[src/rtl/epDmaPkg.sv]
package epDmaPkg;

  typedef struct packed {
    logic       pause;
    logic [1:0] epSel;
    logic       hdr;
    logic       dualAddr;
    logic       demand;
    logic       wide;
    logic       en;
  } ctrlT;

  typedef struct packed {
    logic load;
    logic advance;
  } strobeT;

  typedef enum logic [1:0] {
    ST_IDLE = 2'd0,
    ST_XFER = 2'd1,
    ST_DONE = 2'd2
  } stateT;

endpackage

[src/rtl/epDmaCsr.sv]
module epDmaCsr
  import epDmaPkg::*;
(
  input  logic       clk,
  input  logic       rstN,
  input  logic       ctrlWe,
  input  logic [7:0] ctrlWdata,
  output ctrlT       ctrl
);

  ctrlT ctrlQ;

  // Only a hardware reset clears the register; bus reset does not reach it.
  always_ff @(posedge clk or negedge rstN) begin
    if (!rstN) begin
      ctrlQ <= '0;
    end else if (ctrlWe) begin
      ctrlQ <= ctrlT'(ctrlWdata);
    end
  end

  assign ctrl = ctrlQ;

endmodule

[src/rtl/epDmaCtrl.sv]
module epDmaCtrl
  import epDmaPkg::*;
(
  input  logic       clk,
  input  logic       rstN,
  input  logic       busRst,
  input  logic       en,
  input  logic       pause,
  input  logic       demand,
  input  logic       hdr,
  input  logic [1:0] epSelCode,
  input  logic [3:0] epReady,
  input  logic       epLenZero,
  input  logic       lastUnit,
  input  logic       dack,
  output strobeT     strobe,
  output logic       dreq,
  output logic       pktDone,
  output logic       epRelease
);

  stateT stateQ, stateNext;
  logic  gapQ;
  logic  fire;

  assign dreq = (stateQ == ST_XFER) && en && !pause && !gapQ;
  assign fire = dreq && dack;

  always_comb begin
    strobe    = '0;
    stateNext = stateQ;
    case (stateQ)
      ST_IDLE: begin
        if (en && !pause && epReady[epSelCode]) begin
          strobe.load = 1'b1;
          stateNext   = (epLenZero && !hdr) ? ST_DONE : ST_XFER;
        end
      end
      ST_XFER: begin
        if (fire) begin
          strobe.advance = 1'b1;
          if (lastUnit) begin
            stateNext = ST_DONE;
          end
        end
      end
      ST_DONE: begin
        stateNext = ST_IDLE;
      end
      default: begin
        stateNext = ST_IDLE;
      end
    endcase
  end

  always_ff @(posedge clk or negedge rstN) begin
    if (!rstN) begin
      stateQ <= ST_IDLE;
      gapQ   <= 1'b0;
    end else if (busRst) begin
      stateQ <= ST_IDLE;
      gapQ   <= 1'b0;
    end else begin
      stateQ <= stateNext;
      gapQ   <= fire && !demand;
    end
  end

  assign pktDone   = (stateQ == ST_DONE);
  assign epRelease = (stateQ == ST_DONE);

endmodule

[src/rtl/epDmaDatapath.sv]
module epDmaDatapath
  import epDmaPkg::*;
#(
  parameter int LEN_W = 7
) (
  input  logic             clk,
  input  logic             rstN,
  input  strobeT           strobe,
  input  logic             hdrIn,
  input  logic             wideIn,
  input  logic [LEN_W-1:0] epLen,
  output logic [LEN_W-1:0] rdAddrLo,
  input  logic [7:0]       rdDataLo,
  output logic [LEN_W-1:0] rdAddrHi,
  input  logic [7:0]       rdDataHi,
  output logic             lastUnit,
  output logic [15:0]      unitData
);

  localparam int PW = LEN_W + 1;

  logic [LEN_W-1:0] lenQ;
  logic [LEN_W-1:0] ptrQ;
  logic             hdrQ;
  logic             wideQ;
  logic [PW-1:0]    ptrNext;
  logic [PW-1:0]    ptrPlusOne;
  logic             hiValid;
  logic [7:0]       lenByte;

  assign ptrNext    = {1'b0, ptrQ} + (wideQ ? PW'(2) : PW'(1));
  assign ptrPlusOne = {1'b0, ptrQ} + PW'(1);
  assign hiValid    = ptrPlusOne < {1'b0, lenQ};
  assign lenByte    = 8'(lenQ);

  assign rdAddrLo = ptrQ;
  assign rdAddrHi = ptrPlusOne[LEN_W-1:0];

  // Header is last only for an empty packet; payload is last when the step reaches the length.
  assign lastUnit = hdrQ ? (lenQ == '0) : (ptrNext >= {1'b0, lenQ});

  always_comb begin
    if (hdrQ) begin
      unitData = {8'h00, lenByte};
    end else begin
      unitData = {(wideQ && hiValid) ? rdDataHi : 8'h00, rdDataLo};
    end
  end

  always_ff @(posedge clk or negedge rstN) begin
    if (!rstN) begin
      lenQ  <= '0;
      ptrQ  <= '0;
      hdrQ  <= 1'b0;
      wideQ <= 1'b0;
    end else if (strobe.load) begin
      lenQ  <= epLen;
      ptrQ  <= '0;
      hdrQ  <= hdrIn;
      wideQ <= wideIn;
    end else if (strobe.advance) begin
      if (hdrQ) begin
        hdrQ <= 1'b0;
      end else begin
        ptrQ <= ptrNext[LEN_W-1:0];
      end
    end
  end

endmodule

[src/rtl/epDmaChannel.sv]
module epDmaChannel
  import epDmaPkg::*;
#(
  parameter int MAX_PKT = 64,
  parameter int LEN_W   = $clog2(MAX_PKT + 1)
) (
  input  logic             clk,
  input  logic             rstN,
  input  logic             busRst,
  input  logic             ctrlWe,
  input  logic [7:0]       ctrlWdata,
  output logic [7:0]       ctrlRdata,
  input  logic [3:0]       epReady,
  input  logic [LEN_W-1:0] epLen,
  output logic [1:0]       epSel,
  output logic [LEN_W-1:0] epRdAddrLo,
  input  logic [7:0]       epRdDataLo,
  output logic [LEN_W-1:0] epRdAddrHi,
  input  logic [7:0]       epRdDataHi,
  output logic             epRelease,
  output logic             dreq,
  input  logic             dack,
  output logic [15:0]      dmaData,
  output logic             pktDone
);

  ctrlT   ctrl;
  strobeT strobe;
  logic   lastUnit;

  epDmaCsr u_csr (
    .clk       (clk),
    .rstN      (rstN),
    .ctrlWe    (ctrlWe),
    .ctrlWdata (ctrlWdata),
    .ctrl      (ctrl)
  );

  epDmaCtrl u_ctrl (
    .clk       (clk),
    .rstN      (rstN),
    .busRst    (busRst),
    .en        (ctrl.en),
    .pause     (ctrl.pause),
    .demand    (ctrl.demand),
    .hdr       (ctrl.hdr),
    .epSelCode (ctrl.epSel),
    .epReady   (epReady),
    .epLenZero (epLen == '0),
    .lastUnit  (lastUnit),
    .dack      (dack),
    .strobe    (strobe),
    .dreq      (dreq),
    .pktDone   (pktDone),
    .epRelease (epRelease)
  );

  epDmaDatapath #(.LEN_W(LEN_W)) u_dp (
    .clk      (clk),
    .rstN     (rstN),
    .strobe   (strobe),
    .hdrIn    (ctrl.hdr),
    .wideIn   (ctrl.wide),
    .epLen    (epLen),
    .rdAddrLo (epRdAddrLo),
    .rdDataLo (epRdDataLo),
    .rdAddrHi (epRdAddrHi),
    .rdDataHi (epRdDataHi),
    .lastUnit (lastUnit),
    .unitData (dmaData)
  );

  assign ctrlRdata = ctrl;
  assign epSel     = ctrl.epSel;

endmodule

[config.mk]
export PLATFORM = sky130hd
export DESIGN_NAME = epDmaChannel
export DESIGN_NICKNAME = d
export VERILOG_FILES = /design/src/rtl/epDmaPkg.sv /design/src/rtl/epDmaCsr.sv /design/src/rtl/epDmaCtrl.sv /design/src/rtl/epDmaDatapath.sv /design/src/rtl/epDmaChannel.sv
export SDC_FILE = /design/constraint.sdc
export NUM_CORES = 1
export LEC_CHECK = 0
export BUFFER_PORTS_ARGS = -buffer_cell sky130_fd_sc_hd__buf_2
export CELL_PAD_IN_SITES_DETAIL_PLACEMENT = 1
export CELL_PAD_IN_SITES_GLOBAL_PLACEMENT = 2
export CORE_UTILIZATION = 30
export CTS_CLUSTER_DIAMETER = 120
export DETAILED_ROUTE_END_ITERATION = 6
export PLACE_DENSITY = 0.91
export RECOVER_POWER = 50
export SYNTH_ARGS = -nofsm -noshare
export SYNTH_HDL_FRONTEND = slang
export SYNTH_SLANG_ARGS = --single-unit
[constraint.sdc]
create_clock -name clk -period 5.6 [get_ports clk]
set_input_delay 0 -clock clk [delete_from_list [all_inputs] [get_ports clk]]
set_output_delay 0 -clock clk [all_outputs]
set_load 0.005 [all_outputs]
==> results.tsv <==
metric	value	unit
syn_area_per_cell	10.0	sq um
antenna_found_initial	0	
vdd_drop_max	136	uV
gp_congestion	0.866	
io_buffers	82	
core_area	0.00631	sq mm
yosysMostFrequentCell	dfrtp_1	
hold_viol	0	
num_io_pins	83	
wire_per_inst	15.5	microns
max_cap_violations	1	
yosys.area.top_type	dfrtp_1	
switching_share	0.382	
drv_slew	28	
first_pass_iters	4	
synth-edff-count	0	
start_kind	flip-flop	
drc	0	
ys_types	45	
violations	max-capacitance violations, max-slew violations	
yosys_warnings	0	
ys.flop_type	dfrtp_1	
vias_per_cell	4.89	
relSlewSlack	-0.00970	
cp_data_required_time	5600	ps
grtUsageTotal	0.176	
status	finished with violations	
path_clk_slew	100	ps
ant_nets	0	
diodes	0	
p_leak	1.28	nW
place_hpwl	4.27	mm
grt_max_degree	28	
clockBufferDepth	2	
p_seq_frac	0.401	
async_flop_share	1.00	
seq_area_frac_synth	0.346	
clockRootBuffer	clkbuf_8	
synth_top_area_frac	0.346	
cts_resized	0	
die_y	82.7	microns
synth_area_leaders	dfrtp_1 (35%), ha_1 (10%), mux2_2 (8.6%), xor2_1 (3.6%), nor3b_1 (3.5%)	
worstMarginPinSlew	1510	ps
gr-total-overflow	0	
internal-power	0.439	mW
cts_tree	built	
cts.sinks	27	
cts_buffers	3	
routed_wl	5.56	mm
die_x	82.7	microns
cp.arrival	3130	ps
grt_pass1_wl	8.98	mm
end_kind	primary output	
finalClockSkew	3.54	ps
syn_nets	252	
row_count	29	
switchingPower	0.272	mW
htreeDepth	1	
period_minus_slack	3130	ps
tns	0	ps
nNetsFinal	340	
period_share	0.559	
finalPower	0.710	mW
rsz0062_at_grt	false	
power_density	278	mW/mm^2
crit_type	reg -> out	
synthCells	195	
yosys-top-cells-count	dfrtp_1 (27), nand2_1 (17), ha_1 (16)	
max_clock_freq	0.319	GHz
synthesis.area	0.00195	sq mm
dr_total_vias	1757	
die-area	0.00684	sq mm
areaGrowthSynthToFinish	30.9	%
worstSkewPairLatency	280	ps
start_util	0.310	
drt_iter0_drc	30	
grt_pass1_vias	1833	
pwr-share-comb	0.437	
min_path_type	in -> reg	
ys_seq_elements	27	
path_max_fanout	11	
clockPowerShare	0.162	
drive_gt1_frac	0.372	
setup_violations	0	
[area by class of cell]
| type | instances | area, sq um |
|---|---|---|
| clock buffers | 3 | 41.3 |
| clock inverters | 1 | 5.00 |
| fillers | 762 | 3760 |
| inverters | 9 | 33.8 |
| multi-input cells | 143 | 1130 |
| flip-flops and latches | 27 | 676 |
| well taps | 77 | 96.3 |
| repair buffers | 99 | 574 |
[per-stage QoR]
| stage | instance area, sq um | hold WS (ps) | instances | setup WS, ps | util |
|---|---|---|---|---|---|
| after floorplan | 1950 | -296 | 195 | 3160 | - |
| after global placement | 2350 | 47.4 | 338 | 2720 | 0.372 |
| after detailed placement | 2350 | 64.6 | 338 | 2700 | 0.372 |
| after CTS | 2560 | 46.2 | 359 | 2380 | 0.406 |
| after global routing | 2560 | 82.4 | 359 | 2120 | 0.405 |
| final | 2560 | 45.5 | 359 | 2470 | 0.405 |
[cells by family after synthesis]
| family | share of synthesized area |
|---|---|
| simple gates | 0.182 |
| buf+inv | 0.0755 |
| xor+xnor | 0.0627 |
| mux | 0.116 |
| compound gates | 0.105 |
| flops | 0.346 |
| fa+ha+maj | 0.113 |
[sequential cells by signal, indices dropped and copies added (netlist names)]
signal	count
u_dp.hdrQ	1
u_ctrl.stateQ	2
u_dp.wideQ	1
u_csr.ctrl	8
u_dp.rdAddrLo	7
u_ctrl.gapQ	1
u_dp.lenQ	7
[repair_timing]
item,4_1_cts,5_1_grt
hold buffers,17,0
hold endpoints to repair,43,0
buffers inserted,0,0
[worst paths after layout]
| path | slack [ps] | endpoint | depth (start not counted) | from |
|---|---|---|---|---|
| worst max-delay path | 2470 | dmaData[9] | 9 | u_dp.rdAddrLo[2] |
| worst min-delay path | 50 | u_ctrl.gapQ | 3 | dack |
| worst max register to register | 2970 | u_ctrl.stateQ[1] | 10 | u_dp.rdAddrLo[0] |
| worst min register to register | 480 | u_ctrl.gapQ | 1 | u_csr.ctrl[2] |
| max in group asynchronous | 4100 | u_dp.lenQ[6] | 2 | rstN |
| min in group asynchronous | 620 | u_csr.ctrl[3] | 2 | rstN |
[per-layer routing]
layer	track usage	routed length, microns
met5	0	0
met4	0.0638	123
met3	0.0187	184
met2	0.307	2790
met1	0.222	2460
[placed cells by master, fill, tap and decap left out, types with 4 or more instances in the layout]
cell	synthesis	routed
buf_2	1	77
clkbuf_1	3	5
dfrtp_1	27	27
dlygate4sd3_1	0	17
ha_1	16	16
inv_1	9	9
mux2_2	15	15
nand2_1	17	17
nand3_1	4	4
nand4_1	4	4
nor2_1	13	13
nor3b_1	9	9
o21ai_0	4	4
o21ai_1	4	4
o21ai_2	5	5
xnor2_1	6	6
xor2_1	8	8
[power by group through the flow]
| stage | clock [mW] | combinational (mW) | sequential [mW] |
|---|---|---|---|
| finish | 0.115 | 0.310 | 0.285 |
| global route | 0.127 | 0.354 | 0.291 |
| CTS | 0.119 | 0.316 | 0.284 |
| detailed placement | 0 | 0.305 | 0.288 |
| global placement | 0 | 0.294 | 0.285 |
| floorplan | 0 | 0.210 | 0.264 |
[worst max-delay path, stage by stage (launching register included)]
cell and delay, ps:
dfrtp_1 580, nand3_1 230, nor2_1 160, xor2_1 220, ha_1 280, a21o_1 170, a2111oi_0 490, o21ai_1 330
nor3b_1 250, buf_2 140
(Power assumes the default switching activity.)
